File: src/rtl/pbs_pkg.sv
package pbs_pkg;
  typedef enum logic [1:0] {
    OP_NONE  = 2'd0,
    OP_READ  = 2'd1,
    OP_WRITE = 2'd2
  } op_e;

  function automatic logic [1:0] burst_low(input logic [1:0] start,
                                           input logic [1:0] cnt,
                                           input logic       il);
    burst_low = il ? (start ^ cnt) : (start + cnt);
  endfunction
endpackage

File: src/rtl/pbs_burst.sv
module pbs_burst
  import pbs_pkg::*;
#(
  parameter int ADDR_W = 5,
  parameter int LANES  = 4
) (
  input  logic              clk,
  input  logic              rst_n,
  input  logic              hold_i,
  input  logic [ADDR_W-1:0] addr_i,
  input  logic              ce_n_i,
  input  logic              cpu_n_i,
  input  logic              ctl_n_i,
  input  logic              adv_n_i,
  input  logic              order_il_i,
  input  logic              gw_n_i,
  input  logic              bw_n_i,
  input  logic [LANES-1:0]  lane_sel_n_i,
  output op_e               op_o,
  output logic [ADDR_W-1:0] acc_addr_o,
  output logic [LANES-1:0]  lanes_o
);
  logic [ADDR_W-1:0] base_q, base_n;
  logic [1:0]        cnt_q, cnt_n, cnt_sel;
  logic              il_q, il_n, act_q, act_n;
  logic              strobe, wr_req;

  assign strobe  = !cpu_n_i || !ctl_n_i;
  assign wr_req  = !gw_n_i || (!bw_n_i && (|(~lane_sel_n_i)));
  assign lanes_o = !gw_n_i ? {LANES{1'b1}} : (!bw_n_i ? ~lane_sel_n_i : {LANES{1'b0}});

  always_comb begin
    base_n     = base_q;
    cnt_n      = cnt_q;
    il_n       = il_q;
    act_n      = act_q;
    cnt_sel    = cnt_q;
    op_o       = OP_NONE;
    acc_addr_o = base_q;
    if (!hold_i) begin
      if (strobe && ce_n_i) begin
        act_n = 1'b0;
      end else if (strobe) begin
        base_n     = addr_i;
        cnt_n      = 2'd0;
        il_n       = order_il_i;
        act_n      = 1'b1;
        acc_addr_o = addr_i;
        op_o       = (!cpu_n_i || !wr_req) ? OP_READ : OP_WRITE;
      end else if (act_q) begin
        cnt_sel    = adv_n_i ? cnt_q : (cnt_q + 2'd1);
        cnt_n      = cnt_sel;
        acc_addr_o = {base_q[ADDR_W-1:2], burst_low(base_q[1:0], cnt_sel, il_q)};
        op_o       = wr_req ? OP_WRITE : OP_READ;
      end
    end
  end

  always_ff @(posedge clk or negedge rst_n) begin
    if (!rst_n) begin
      base_q <= '0;
      cnt_q  <= 2'd0;
      il_q   <= 1'b0;
      act_q  <= 1'b0;
    end else begin
      base_q <= base_n;
      cnt_q  <= cnt_n;
      il_q   <= il_n;
      act_q  <= act_n;
    end
  end
endmodule

File: src/rtl/pbs_sleep.sv
module pbs_sleep #(
  parameter int RECOVER_CYC = 3
) (
  input  logic clk,
  input  logic rst_n,
  input  logic sleep_i,
  input  logic wr_req_i,
  output logic asleep_o,
  output logic wr_ok_o,
  output logic wr_err_o
);
  localparam int RC_W = $clog2(RECOVER_CYC + 1);
  localparam logic [RC_W-1:0] RC_LOAD = RC_W'(RECOVER_CYC);

  logic            sl1_q, sl2_q, err_q, err_n;
  logic [RC_W-1:0] rc_q, rc_n;
  logic            recovering;

  assign recovering = (rc_q != '0);
  assign asleep_o   = sl2_q;
  assign wr_ok_o    = !recovering;
  assign wr_err_o   = err_q;

  always_comb begin
    rc_n = rc_q;
    if (sl2_q && !sl1_q) begin
      rc_n = RC_LOAD;
    end else if (recovering) begin
      rc_n = rc_q - 1'b1;
    end
    err_n = wr_req_i && recovering;
  end

  always_ff @(posedge clk or negedge rst_n) begin
    if (!rst_n) begin
      sl1_q <= 1'b0;
      sl2_q <= 1'b0;
      rc_q  <= '0;
      err_q <= 1'b0;
    end else begin
      sl1_q <= sleep_i;
      sl2_q <= sl1_q;
      rc_q  <= rc_n;
      err_q <= err_n;
    end
  end
endmodule

File: src/rtl/pbs_array.sv
module pbs_array #(
  parameter int ADDR_W = 5,
  parameter int LANES  = 4,
  parameter int LANE_W = 8
) (
  input  logic                    clk,
  input  logic                    we_i,
  input  logic [LANES-1:0]        lanes_i,
  input  logic [ADDR_W-1:0]       addr_i,
  input  logic [LANES*LANE_W-1:0] wdata_i,
  output logic [LANES*LANE_W-1:0] rdata_o
);
  localparam int DEPTH = 2 ** ADDR_W;

  for (genvar g = 0; g < LANES; g++) begin : g_lane
    logic [LANE_W-1:0] bank [DEPTH];
    always_ff @(posedge clk) begin
      if (we_i && lanes_i[g]) begin
        bank[addr_i] <= wdata_i[g*LANE_W +: LANE_W];
      end
    end
    assign rdata_o[g*LANE_W +: LANE_W] = bank[addr_i];
  end
endmodule

File: src/rtl/pbs_outpipe.sv
module pbs_outpipe
  import pbs_pkg::*;
#(
  parameter int ADDR_W = 5,
  parameter int LANES  = 4,
  parameter int LANE_W = 8
) (
  input  logic                    clk,
  input  logic                    rst_n,
  input  op_e                     op_i,
  input  logic [ADDR_W-1:0]       addr_i,
  input  logic [LANES-1:0]        lanes_i,
  input  logic [LANES*LANE_W-1:0] wdata_i,
  input  logic                    sgl_dsel_i,
  input  logic [LANES*LANE_W-1:0] mem_rdata_i,
  output logic                    mem_we_o,
  output logic [LANES-1:0]        mem_lanes_o,
  output logic [ADDR_W-1:0]       mem_addr_o,
  output logic [LANES*LANE_W-1:0] mem_wdata_o,
  output logic [LANES*LANE_W-1:0] dout_o,
  output logic                    drive_o
);
  localparam int DATA_W = LANES * LANE_W;

  op_e               s1_op_q;
  logic [ADDR_W-1:0] s1_addr_q;
  logic [LANES-1:0]  s1_lanes_q;
  logic [DATA_W-1:0] s1_wdata_q, dout_q, dout_n;
  logic              drive_q, drive_n, s1_rd, addr_en, wd_en;

  assign s1_rd   = (s1_op_q == OP_READ);
  assign addr_en = (op_i != OP_NONE);
  assign wd_en   = (op_i == OP_WRITE);

  always_comb begin
    dout_n  = s1_rd ? mem_rdata_i : dout_q;
    drive_n = sgl_dsel_i ? (s1_rd && (op_i == OP_READ)) : s1_rd;
  end

  always_ff @(posedge clk or negedge rst_n) begin
    if (!rst_n) begin
      s1_op_q    <= OP_NONE;
      s1_addr_q  <= '0;
      s1_lanes_q <= '0;
      s1_wdata_q <= '0;
      dout_q     <= '0;
      drive_q    <= 1'b0;
    end else begin
      s1_op_q <= op_i;
      if (addr_en) begin
        s1_addr_q <= addr_i;
      end
      if (wd_en) begin
        s1_lanes_q <= lanes_i;
        s1_wdata_q <= wdata_i;
      end
      dout_q  <= dout_n;
      drive_q <= drive_n;
    end
  end

  assign mem_we_o    = (s1_op_q == OP_WRITE);
  assign mem_lanes_o = s1_lanes_q;
  assign mem_addr_o  = s1_addr_q;
  assign mem_wdata_o = s1_wdata_q;
  assign dout_o      = dout_q;
  assign drive_o     = drive_q;
endmodule

File: src/rtl/pbs_sram.sv
module pbs_sram
  import pbs_pkg::*;
#(
  parameter int ADDR_W      = 5,
  parameter int LANES       = 4,
  parameter int LANE_W      = 8,
  parameter int RECOVER_CYC = 3
) (
  input  logic                    clk,
  input  logic                    rst_n,
  input  logic [ADDR_W-1:0]       addr_i,
  input  logic                    ce_n_i,
  input  logic                    cpu_strb_n_i,
  input  logic                    ctl_strb_n_i,
  input  logic                    adv_n_i,
  input  logic                    order_il_i,
  input  logic                    gw_n_i,
  input  logic                    bw_n_i,
  input  logic [LANES-1:0]        lane_sel_n_i,
  input  logic [LANES*LANE_W-1:0] wdata_i,
  input  logic                    oe_n_i,
  input  logic                    sgl_dsel_i,
  input  logic                    sleep_i,
  output logic [LANES*LANE_W-1:0] dq_o,
  output logic                    dq_oe_o,
  output logic                    wr_err_o
);
  localparam int DATA_W = LANES * LANE_W;

  logic [1:0]        rs_q;
  logic              rst_sn;
  logic              asleep, wr_ok, drive;
  op_e               b_op, eff_op;
  logic [ADDR_W-1:0] b_addr, m_addr;
  logic [LANES-1:0]  b_lanes, m_lanes;
  logic [DATA_W-1:0] m_wdata, m_rdata, dout;
  logic              m_we;

  always_ff @(posedge clk or negedge rst_n) begin
    if (!rst_n) begin
      rs_q <= 2'b00;
    end else begin
      rs_q <= {rs_q[0], 1'b1};
    end
  end
  assign rst_sn = rs_q[1];

  pbs_burst #(.ADDR_W(ADDR_W), .LANES(LANES)) u_burst (
    .clk(clk), .rst_n(rst_sn), .hold_i(asleep), .addr_i(addr_i),
    .ce_n_i(ce_n_i), .cpu_n_i(cpu_strb_n_i), .ctl_n_i(ctl_strb_n_i),
    .adv_n_i(adv_n_i), .order_il_i(order_il_i), .gw_n_i(gw_n_i),
    .bw_n_i(bw_n_i), .lane_sel_n_i(lane_sel_n_i),
    .op_o(b_op), .acc_addr_o(b_addr), .lanes_o(b_lanes)
  );

  pbs_sleep #(.RECOVER_CYC(RECOVER_CYC)) u_sleep (
    .clk(clk), .rst_n(rst_sn), .sleep_i(sleep_i),
    .wr_req_i(b_op == OP_WRITE), .asleep_o(asleep),
    .wr_ok_o(wr_ok), .wr_err_o(wr_err_o)
  );

  assign eff_op = ((b_op == OP_WRITE) && !wr_ok) ? OP_NONE : b_op;

  pbs_outpipe #(.ADDR_W(ADDR_W), .LANES(LANES), .LANE_W(LANE_W)) u_pipe (
    .clk(clk), .rst_n(rst_sn), .op_i(eff_op), .addr_i(b_addr),
    .lanes_i(b_lanes), .wdata_i(wdata_i), .sgl_dsel_i(sgl_dsel_i),
    .mem_rdata_i(m_rdata), .mem_we_o(m_we), .mem_lanes_o(m_lanes),
    .mem_addr_o(m_addr), .mem_wdata_o(m_wdata), .dout_o(dout), .drive_o(drive)
  );

  pbs_array #(.ADDR_W(ADDR_W), .LANES(LANES), .LANE_W(LANE_W)) u_array (
    .clk(clk), .we_i(m_we), .lanes_i(m_lanes), .addr_i(m_addr),
    .wdata_i(m_wdata), .rdata_o(m_rdata)
  );

  assign dq_o    = dout;
  assign dq_oe_o = drive && !oe_n_i && !asleep;
endmodule

File: config.mk
export PLATFORM = sky130hd
export DESIGN_NAME = pbs_sram
export DESIGN_NICKNAME = d
export VERILOG_FILES = /design/src/rtl/pbs_pkg.sv /design/src/rtl/pbs_burst.sv /design/src/rtl/pbs_sleep.sv /design/src/rtl/pbs_array.sv /design/src/rtl/pbs_outpipe.sv /design/src/rtl/pbs_sram.sv
export SDC_FILE = /design/constraint.sdc
export NUM_CORES = 1
export LEC_CHECK = 0
export BUFFER_PORTS_ARGS = -buffer_cell sky130_fd_sc_hd__buf_4
export CAP_MARGIN = 25
export CELL_PAD_IN_SITES_DETAIL_PLACEMENT = 0
export CELL_PAD_IN_SITES_GLOBAL_PLACEMENT = 1
export CORE_ASPECT_RATIO = 1.1
export CORE_MARGIN = 1.5
export CORE_UTILIZATION = 25
export DETAILED_ROUTE_END_ITERATION = 8
export PLACE_DENSITY_LB_ADDON = 0.05
export SYNTH_ARGS = -nofsm -noshare
export SYNTH_HDL_FRONTEND = slang
export SYNTH_SLANG_ARGS = --single-unit
File: constraint.sdc
create_clock -name clk -period 8.2 [get_ports clk]
set_clock_uncertainty 0.05 [all_clocks]
set_input_delay 1.23 -clock clk [delete_from_list [all_inputs] [get_ports clk]]
set_output_delay 1.23 -clock clk [all_outputs]
set_load 0.05 [all_outputs]
==> results of run 1 <==
[state kept, by name (all words and copies together) (netlist names), 4 cells and up]
| name | count |
|---|---|
| u_array.g_lane.bank | 1024 |
| u_burst.base_q | 5 |
| u_pipe.dout_o | 32 |
| u_pipe.mem_addr_o | 5 |
| u_pipe.mem_lanes_o | 4 |
| u_pipe.mem_wdata_o | 32 |
[stage by stage]
| step | hold slack, ns | instances | instance area, sq um | power [mW] | worst slack, ns |
|---|---|---|---|---|---|
| 2_1_floorplan | 0.281 | 2190 | 42900 | 9.78 | 4.55 |
| 3_3_place_gp | 0.0986 | 4487 | 46400 | 11.8 | 4.39 |
| 3_5_place_dp | 0.101 | 4504 | 46700 | 11.9 | 4.39 |
| 4_1_cts | 0.103 | 4750 | 51000 | 17.8 | 4.41 |
| 5_1_grt | 0.114 | 4762 | 51100 | 18.1 | 4.32 |
| 6_report | 0.0848 | 4764 | 51100 | 17.4 | 4.56 |
[area by class of cell]
type | count | area (sq um)
Fill cell | 16660 | 119000
Sequential cell | 1116 | 33100
Multi-Input combinational cell | 949 | 9260
Clock buffer | 193 | 3780
Tap cell | 2254 | 2820
Timing Repair Buffer | 190 | 1630
Clock inverter | 53 | 499
Inverter | 7 | 26.3
Antenna cell | 2 | 5.00
[layout by cell type (no fill, tap or decap), types with 4 or more instances in the layout]
master | synthesis | routed
clkbuf_16 | 0 | 140
mux2_2 | 50 | 50
mux4_2 | 176 | 176
o22ai_1 | 50 | 50
bufinv_16 | 0 | 8
clkinv_1 | 1 | 23
o21ai_0 | 38 | 38
buf_12 | 0 | 4
buf_4 | 18 | 171
nand2b_1 | 6 | 6
a22o_1 | 25 | 25
inv_6 | 0 | 7
a31oi_1 | 31 | 31
nor4_1 | 32 | 32
dfrtp_1 | 92 | 88
clkbuf_8 | 0 | 9
mux2i_1 | 159 | 159
a22oi_1 | 55 | 55
nor3b_1 | 4 | 4
edfxtp_1 | 1024 | 1024
a21oi_1 | 5 | 5
nor2_1 | 204 | 202
buf_6 | 5 | 6
inv_1 | 6 | 6
clkinv_2 | 0 | 11
nand2_1 | 41 | 41
nand4b_1 | 5 | 5
nor2b_1 | 10 | 8
and2_1 | 8 | 7
clkbuf_1 | 36 | 45
buf_16 | 0 | 5
nand3_1 | 7 | 7
[routing by layer]
layer	track usage	share of wire	vias to the layer above
met3	0.0245	0.032	147
met5	0	0	-
met2	0.270	0.49	365
met1	0.223	0.46	11740
li1	-	-	9343
met4	0.0404	0.018	0
[worst register-to-register path: cells and delay by family, from the launching register on]
family          cells  cell delay, ns
mux                 1            0.44
flops               1            0.61
compound gates      3            0.55
simple gates        1            0.56
buf+inv             2            1.30
[worst max path at each step]
stage / startpoint / endpoint / slack (ns) / depth (start not counted)
after floorplan: oe_n_i / dq_oe_o / 4.55 / 1
after global placement: ctl_strb_n_i / u_pipe.mem_addr_o[2]$_DFFE_PN0P_ / 4.39 / 8
after global routing: u_pipe.mem_addr_o[0]$_DFFE_PN0P_ / u_pipe.dout_o[12]$_DFFE_PN0P_ / 4.32 / 7
final: u_pipe.mem_addr_o[0]$_DFFE_PN0P_ / u_pipe.dout_o[12]$_DFFE_PN0P_ / 4.56 / 7
after detailed placement: ctl_strb_n_i / u_pipe.mem_addr_o[2]$_DFFE_PN0P_ / 4.39 / 8
after CTS: u_pipe.mem_addr_o[0]$_DFFE_PN0P_ / u_pipe.dout_o[12]$_DFFE_PN0P_ / 4.41 / 7
[logic make-up after synthesis]
group / synth area share
multiplexers: 0.143
AND/OR/NAND/NOR: 0.0364
AO/OA/AOI/OAI: 0.0341
other: 0.0000874
buffers and inverters: 0.0149
XOR/XNOR: 0.000933
flip-flops: 0.770
adder cells (fa/ha/maj): 0.000583
[power groups by stage]
stage,registers [mW],clock network [mW],logic (mW)
2_1_floorplan,7.79,0,1.99
3_3_place_gp,7.49,0,4.28
3_5_place_dp,7.41,0,4.49
4_1_cts,7.29,6.01,4.49
5_1_grt,7.31,6.21,4.62
6_report,7.28,5.83,4.30
==> results.sh, run 1 <==
export IMPL_rsz0062_at_grt="no"
export IMPL_port_buffers=86
export IMPL_cp_data_required_time_ns=8.77
export IMPL_die_x_um=398
export IMPL_synth_common_cells="1024 x edfxtp_1, 204 x nor2_1, 176 x mux4_2, 159 x mux2i_1, 92 x dfrtp_1"
export IMPL_status="finished, final reports clean"
export IMPL_start_util=0.252
export IMPL_finish_utilization=0.300
export IMPL_slew_headroom=0.289
export IMPL_cp_arrival_ns=4.21
export IMPL_wl_mm=140
export IMPL_tightest_slew_ns=1.06
export IMPL_clock_root_buffer="clkbuf_16"
export IMPL_crit_fanout=77
export IMPL_synth_edf_count=1024
export IMPL_cts_resized=0
export IMPL_grt_usage=0.163
export IMPL_cts_sinks=1116
export IMPL_r2r_setup_slack_ns=4.56
export IMPL_end_kind="flop"
export IMPL_cp_cell_sequence="buf_12 > buf_4 > mux2i_1 > o22ai_1 > a211o_1 > nor4_1 > a31oi_1"
export IMPL_internal_power_mw=11.9
export IMPL_timing_fmax_mhz=275
export IMPL_ys_flop_type="edfxtp_1"
export IMPL_fin_crit_ns=3.64
export IMPL_fin_nets=2454
export IMPL_period_share=0.444
export IMPL_setup_viol=0
export IMPL_setup_worst_path_start_class="flop"
export IMPL_combPwrFrac=0.247
export IMPL_yosysTopAreaCellShare=0.717
export IMPL_slew_violations=0
export IMPL_yosys_warnings=0
export IMPL_die_area_sq_mm=0.174
export IMPL_synthesis_nets=2245
export IMPL_seq_power_share=0.418
export IMPL_drive_above_1_share=0.244
export IMPL_dp_hpwl_mm=90.4
export IMPL_switchingPower_mw=5.51
export IMPL_cpPeakStageDelay_ns=0.67
export IMPL_area_delta_synth_final_pct=19.1
export IMPL_path_buf_inv=2
export IMPL_p_clk_frac=0.335
export IMPL_synth_ff_latch_count=1116
export IMPL_p_per_area_mw_per_mm2=341
export IMPL_grt_pass1_vias=23213
export IMPL_cts_setup_buffers=0
export IMPL_antenna_found_initial=5
export IMPL_postSynthCellCount=2190
export IMPL_clk_pin_slew_ns=0.05
export IMPL_hold_viol=0
export IMPL_worst_ir_drop_vdd_mv=0.173
export IMPL_drt_initial_drc_count=1254
export IMPL_ys_seq_area_frac=0.770
export IMPL_syn_area_per_cell_sq_um=19.6
export IMPL_cpMaxStageDelayCell="buf_4"
export IMPL_antenna_left=0
export IMPL_syn_area_sq_mm=0.0429
export IMPL_clkLatencyLatePin_ns=0.77
export IMPL_wl_per_cell_um=29.5
export IMPL_p_sw_frac=0.316
export IMPL_yosysTopAreaCell="edfxtp_1"
export IMPL_cts_tree="yes"
export IMPL_hold_path_class="flop to asynchronous set/reset pin"
export IMPL_place_congestion=0.734
export IMPL_firstDrtPassIters=5
export IMPL_synth_async_reset_ratio=0.0824
export IMPL_r2r_end="u_pipe.dout_o[12]$_DFFE_PN0P_"
export IMPL_yosysMostFrequentCell="edfxtp_1"
export IMPL_reg2reg_from="u_pipe.mem_addr_o[0]$_DFFE_PN0P_"
export IMPL_coreArea_sq_mm=0.170
export IMPL_routed_via_density=4.53
export IMPL_drc_errors=0
export IMPL_grt_max_degree=84
export IMPL_yosys_top_cells_area="edfxtp_1 72%, mux4_2 9.2%, dfrtp_1 5.4%"
export IMPL_drv_cap=0
export IMPL_overflow=0
export IMPL_numCtsBuffers=135
export IMPL_p_leak_nw=16.5
export IMPL_setup_tns_ns=0
export IMPL_ff2ff_path_depth=7
export IMPL_fp_dieH_um=437
export IMPL_crit_family="buffers and inverters"
export IMPL_ios=87
export IMPL_htree_levels=4
export IMPL_grt_pass1_wl_mm=196
export IMPL_ctsHoldBuffers=0
export IMPL_critPathKind="flop to flop"
export IMPL_clock_path_buffers=3
export IMPL_core_rowCount=159
export IMPL_dr_total_vias=21595
export IMPL_synth_cell_types=57
Power figures use the tool's default switching activity.
==> run 2, diff against run 1 <==
==> constraint.sdc (replaced) <==
create_clock -name clk -period 3 [get_ports clk]
set_clock_uncertainty 0.05 [all_clocks]
set_input_delay 0.45 -clock clk [delete_from_list [all_inputs] [get_ports clk]]
set_output_delay 0.45 -clock clk [all_outputs]
set_load 0.05 [all_outputs]
==> run 2 against run 1 <==
Sequential share of layout area down 2.4 points. Hold slack got worse by 0.016 ns. Combinational power grew to 2.9 times the previous value. Non-clock buffer count grew 246. Worst setup slack got worse by 4.5 ns. Fmax grew 22%. First-iteration DRC count increased by 35%. Flip-flop and latch count stayed put. Sequential power rose to 2.7 times the previous value. Via count up 3.7%. Final cell count increased by 5.0%. Critical path type unchanged. Critical endpoint is now u_pipe.dout_o[27]$_DFFE_PN0P_.
==> results.sh, run 2 (same netlist as run 1, synthesis figures left out) <==
export IMPL_port_buffers=86
export IMPL_end_kind="flop"
export IMPL_drc_errors=0
export IMPL_slew_headroom=0.288
export IMPL_crit_fanout=23
export IMPL_worst_ir_drop_vdd_mv=0.490
export IMPL_hold_viol=0
export IMPL_grt_pass1_wl_mm=197
export IMPL_clk_pin_slew_ns=0.06
export IMPL_p_leak_nw=17.7
export IMPL_fin_ws_ns=0.0197
export IMPL_tightest_slew_ns=1.06
export IMPL_cts_tree="yes"
export IMPL_core_rowCount=159
export IMPL_dp_slack_ns=0.0900
export IMPL_regArea_sq_mm=0.0331
export IMPL_coreArea_sq_mm=0.170
export IMPL_path_buf_inv=1
export IMPL_numCtsBuffers=132
export IMPL_htree_levels=4
export IMPL_rsz0062_at_grt="no"
export IMPL_firstDrtPassIters=5
export IMPL_fin_nets=2697
export IMPL_drv_cap=0
export IMPL_critPathKind="flop to flop"
export IMPL_timing_fmax_mhz=336
export IMPL_final_common_cell="edfxtp_1"
export IMPL_clkLatencyLatePin_ns=0.77
export IMPL_period_share=0.993
export IMPL_grt_pass1_vias=23827
export IMPL_regMostFlops="u_array.g_lane.bank"
export IMPL_setup_worst_path_start_class="flop"
export IMPL_fp_dieH_um=437
export IMPL_drt_initial_drc_count=1691
export IMPL_cp_arrival_ns=3.53
export IMPL_die_x_um=398
export IMPL_ios=87
export IMPL_final_area_sq_mm=0.0530
export IMPL_overflow=0
export IMPL_slew_violations=0
export IMPL_hold_path_class="input pin to flop"
export IMPL_clock_root_buffer="clkbuf_16"
export IMPL_antenna_found_initial=6
export IMPL_antenna_left=0
export IMPL_clock_path_buffers=3
export IMPL_die_area_sq_mm=0.174
export IMPL_dr_total_vias=22393
export IMPL_cp_data_required_time_ns=3.55
export IMPL_grt_max_degree=61
export IMPL_crit_family="simple AND/OR/NAND/NOR gates"
export IMPL_largest_register_ffs=1024
export IMPL_setup_tns_ns=0
export IMPL_cpMaxStageDelayCell="nor4_1"
export IMPL_start_util=0.252
export IMPL_cpPeakStageDelay_ns=0.82
export IMPL_setup_viol=0
export IMPL_layout_common_cells="1024 x edfxtp_1, 360 x buf_4, 202 x nor2_1"
export IMPL_cp_cell_sequence="buf_12 > mux4_2 > a22o_1 > nor4_1 > a31oi_1"
export IMPL_grt_usage=0.165
export IMPL_fin_crit_ns=2.98
export IMPL_post_dp_cell_area_sq_mm=0.0484
export IMPL_routed_via_density=4.48
export IMPL_area_delta_synth_final_pct=23.6
export IMPL_drive_above_1_share=0.292
export IMPL_wl_per_cell_um=28.6
export IMPL_multi_input_comb_area_sq_mm=0.00925
export IMPL_place_congestion=0.741
export IMPL_cts_resized=0
export IMPL_n_fill_cell=16469
export IMPL_cts_setup_buffers=0
export IMPL_status="finished, final reports clean"
export IMPL_wl_mm=143
export IMPL_ctsHoldBuffers=52
export IMPL_dp_hpwl_mm=96.2
export IMPL_cts_sinks=1116
export IMPL_p_per_area_mw_per_mm2=902
[run 2: worst reg2reg max path, stage by stage (launching register included)]
cell	delay, ns
dfrtp_4	0.63
buf_12	0.28
mux4_2	0.56
a22o_1	0.30
nor4_1	0.82
a31oi_1	0.18
[run 2: cell type report]
| cell class | instances | share of cell area |
|---|---|---|
| diodes | 2 | 0.0000944 |
| clock buffers | 185 | 0.0706 |
| clock inverters | 51 | 0.00698 |
| inverters | 7 | 0.000496 |
| multi-input cells | 949 | 0.174 |
| flip-flops and latches | 1116 | 0.624 |
| well taps | 2254 | 0.0532 |
| repair buffers | 436 | 0.0706 |
[run 2: where the power goes]
part	internal [mW]	switching [mW]	total (mW)
clock	9.09	6.31	15.4
combinational	4.47	7.95	12.4
sequential	19.2	0.805	20.0
[run 2: per-layer routing]
layer / track usage / part of all wire
met5: 0 / 0
met3: 0.0265 / 0.034
met4: 0.0473 / 0.022
met2: 0.278 / 0.49
met1: 0.219 / 0.45
[run 2: worst paths after layout]
path / start / endpoint / slack [ns] / depth (start not counted)
setup / recovery: u_pipe.mem_addr_o[0]$_DFFE_PN0P_ / u_pipe.dout_o[27]$_DFFE_PN0P_ / 0.02 / 5
hold / removal: ce_n_i / u_burst.act_q$_DFFE_PN0P_ / 0.07 / 3
setup reg to reg: u_pipe.mem_addr_o[0]$_DFFE_PN0P_ / u_pipe.dout_o[27]$_DFFE_PN0P_ / 0.02 / 5
hold reg to reg: rs_q[0]$_DFF_PN0_ / rs_q[1]$_DFF_PN0_ / 0.30 / 0
max in group asynchronous: rs_q[1]$_DFF_PN0_ / u_pipe.dout_o[25]$_DFFE_PN0P_ / 1.72 / 1
min in group asynchronous: rs_q[1]$_DFF_PN0_ / u_pipe.mem_wdata_o[20]$_DFFE_PN0N_ / 0.39 / 0
[run 2: per-stage QoR]
step                power, mW   util  cells  hold slack (ns)
global placement         32.9  0.283   4705            0.184
global route             49.8  0.311   4998           0.0804
finish                   47.8  0.311   5000           0.0685
detailed placement       33.1  0.284   4709            0.183
CTS                      48.8  0.311   4997           0.0134
floorplan                26.7      -   2190            0.104
==> run 3, diff against run 2 <==
--- a/config.mk
+++ b/config.mk
@@ -9,10 +9,10 @@
 export CAP_MARGIN = 25
 export CELL_PAD_IN_SITES_DETAIL_PLACEMENT = 0
 export CELL_PAD_IN_SITES_GLOBAL_PLACEMENT = 1
-export CORE_ASPECT_RATIO = 1.1
 export CORE_MARGIN = 1.5
-export CORE_UTILIZATION = 25
+export CORE_UTILIZATION = 45
 export DETAILED_ROUTE_END_ITERATION = 8
+export GPL_ROUTABILITY_DRIVEN = 0
 export PLACE_DENSITY_LB_ADDON = 0.05
 export SYNTH_ARGS = -nofsm -noshare
 export SYNTH_HDL_FRONTEND = slang
==> run 3 against run 2 <==
Sequential power about the same. Die area decreased by 44%. Total power decreased by 3.4%. Wire length decreased by 17%. Cell area decreased by 3.6%.
==> results.sh, run 3 (same netlist as run 1, synthesis figures left out) <==
export IMPL_final_common_cell="edfxtp_1"
export IMPL_die_area_sq_mm=0.0972
export IMPL_cts_sinks=1116
export IMPL_critPathKind="flop to flop"
export IMPL_wl_per_cell_um=30.2
export IMPL_grt_max_degree=54
export IMPL_htree_levels=3
export IMPL_grt_pass1_wl_mm=170
export IMPL_period_share=0.928
export IMPL_clk_pin_slew_ns=0.06
export IMPL_fin_crit_ns=2.78
export IMPL_slew_violations=0
export IMPL_crit_fanout=32
export IMPL_combPwrFrac=0.251
export IMPL_port_buffers=86
export IMPL_slew_headroom=0.300
export IMPL_regMostFlops="u_array.g_lane.bank"
export IMPL_layout_common_cells="1024 x edfxtp_1, 294 x buf_4, 202 x nor2_1"
export IMPL_cp_data_required_time_ns=3.34
export IMPL_drive_above_1_share=0.278
export IMPL_grt_pass1_vias=23268
export IMPL_wl_mm=119
export IMPL_internal_power_mw=32.2
export IMPL_stdcell_count=3927
export IMPL_worst_ir_drop_vdd_mv=0.559
export IMPL_setup_worst_path_start_class="flop"
export IMPL_drt_initial_drc_count=2168
export IMPL_fp_dieH_um=312
export IMPL_clkLatencyLatePin_ns=0.70
export IMPL_crit_start="u_pipe.mem_addr_o[0]$_DFFE_PN0P_"
export IMPL_status="finished, final reports clean"
export IMPL_area_delta_synth_final_pct=19.2
export IMPL_hold_viol=0
export IMPL_largest_register_ffs=1024
export IMPL_cp_arrival_ns=3.13
export IMPL_clock_root_buffer="clkbuf_16"
export IMPL_rsz0062_at_grt="no"
export IMPL_reg2reg_from="u_pipe.mem_addr_o[0]$_DFFE_PN0P_"
export IMPL_p_clk_frac=0.310
export IMPL_n_fill_cell=7529
export IMPL_ios=87
export IMPL_setup_viol=0
export IMPL_drc_errors=0
export IMPL_core_rowCount=113
export IMPL_end_kind="flop"
export IMPL_antenna_found_initial=2
export IMPL_drv_cap=0
export IMPL_overflow=0
export IMPL_diodes=0
export IMPL_place_inst=3655
export IMPL_die_x_um=312
export IMPL_tightest_slew_ns=1.05
export IMPL_hold_path_class="input pin to flop"
export IMPL_clock_path_buffers=3
export IMPL_coreArea_sq_mm=0.0947
export IMPL_timing_fmax_mhz=359
export IMPL_numCtsBuffers=116
export IMPL_switchingPower_mw=14.0
export IMPL_antenna_left=0
export IMPL_grt_usage=0.246
export IMPL_dr_total_vias=22648
export IMPL_hold_path_startpoint="ctl_strb_n_i"
export IMPL_fin_ws_ns=0.215
export IMPL_p_sw_frac=0.302
export IMPL_dp_slack_ns=-0.0822
export IMPL_routed_via_density=5.77
export IMPL_p_per_area_mw_per_mm2=903
export IMPL_fin_nets=2618
export IMPL_firstDrtPassIters=7
export IMPL_start_util=0.453
export IMPL_p_leak_nw=17.3
export IMPL_cts_tree="yes"
export IMPL_fin_total_pwr_mw=46.2
export IMPL_seq_power_share=0.439
export IMPL_dp_hpwl_mm=78.0
==> run 3: changes by cell type in the layout (fill, tap and decap cells not counted), moves of 8 or more <==
cell	previous run	this run
clkbuf_16	141	121
clkbuf_8	5	17
clkinv_1	24	15
dlygate4sd3_1	52	43
buf_16	5	13
buf_4	360	294
==> run 3: critical path: stages, from the launching register on <==
cell,delay [ns]
dfrtp_4,0.78
buf_12,0.34
and2_0,0.41
nand2_1,0.38
nor2_1,0.27
buf_4,0.22
==> run 3: timing repair <==
action | in CTS | in global routing
endpoints found under the hold margin | 43 | 0
hold buffers | 43 | 0
buffers inserted | 0 | 0
gates resized for setup | 1 | 0
setup endpoints to repair | 72 | 0
==> run 3: area by class of cell <==
| cell class | instances | area, sq um | share of cell area |
|---|---|---|---|
| Clock inverter | 45 | 415 | 0.00812 |
| Inverter | 7 | 26.3 | 0.000514 |
| Tap cell | 1265 | 1580 | 0.0310 |
| Sequential cell | 1116 | 33100 | 0.647 |
| Timing Repair Buffer | 373 | 3420 | 0.0669 |
| Clock buffer | 172 | 3390 | 0.0663 |
| Multi-Input combinational cell | 949 | 9230 | 0.181 |
==> run 3: power by group through the flow <==
| stage | Sequential [mW] | Clock (mW) | Combinational (mW) |
|---|---|---|---|
| 4_1_cts | 20.7 | 14.6 | 11.0 |
| 5_1_grt | 20.4 | 15.2 | 12.2 |
| 6_report | 20.3 | 14.3 | 11.6 |
| 3_3_place_gp | 21.2 | 0 | 10.4 |
| 2_1_floorplan | 21.3 | 0 | 5.45 |
| 3_5_place_dp | 21.1 | 0 | 10.9 |
==> run 3: metal layers <==
layer,routed length (um),track usage
met3,6350,0.0319
met2,57700,0.399
met4,2590,0.0664
met1,51900,0.352
met5,11,0
==> run 3: through the flow <==
step | util | setup TNS (ns) | cell area [sq um] | hold slack, ns
after floorplan | - | 0 | 42900 | 0.104
after global placement | 0.490 | -0.312 | 46400 | 0.183
after detailed placement | 0.492 | -2.39 | 46600 | 0.183
after CTS | 0.537 | 0 | 50900 | 0.0174
after global routing | 0.540 | 0 | 51100 | 0.0643
final | 0.540 | 0 | 51100 | 0.0561
==> run 3: worst paths after layout <==
| check | to | slack, ns | depth (start not counted) |
|---|---|---|---|
| setup / recovery | u_array.g_lane[1].bank[19][6]$_DFFE_PP_ | 0.22 | 5 |
| hold / removal | u_sleep.wr_err_o$_DFF_PN0_ | 0.06 | 4 |
| setup reg to reg | u_array.g_lane[1].bank[19][6]$_DFFE_PP_ | 0.22 | 5 |
| hold reg to reg | rs_q[1]$_DFF_PN0_ | 0.32 | 0 |
| max in group asynchronous | u_pipe.mem_addr_o[0]$_DFFE_PN0P_ | 1.71 | 1 |
| min in group asynchronous | u_pipe.mem_wdata_o[17]$_DFFE_PN0N_ | 0.36 | 0 |
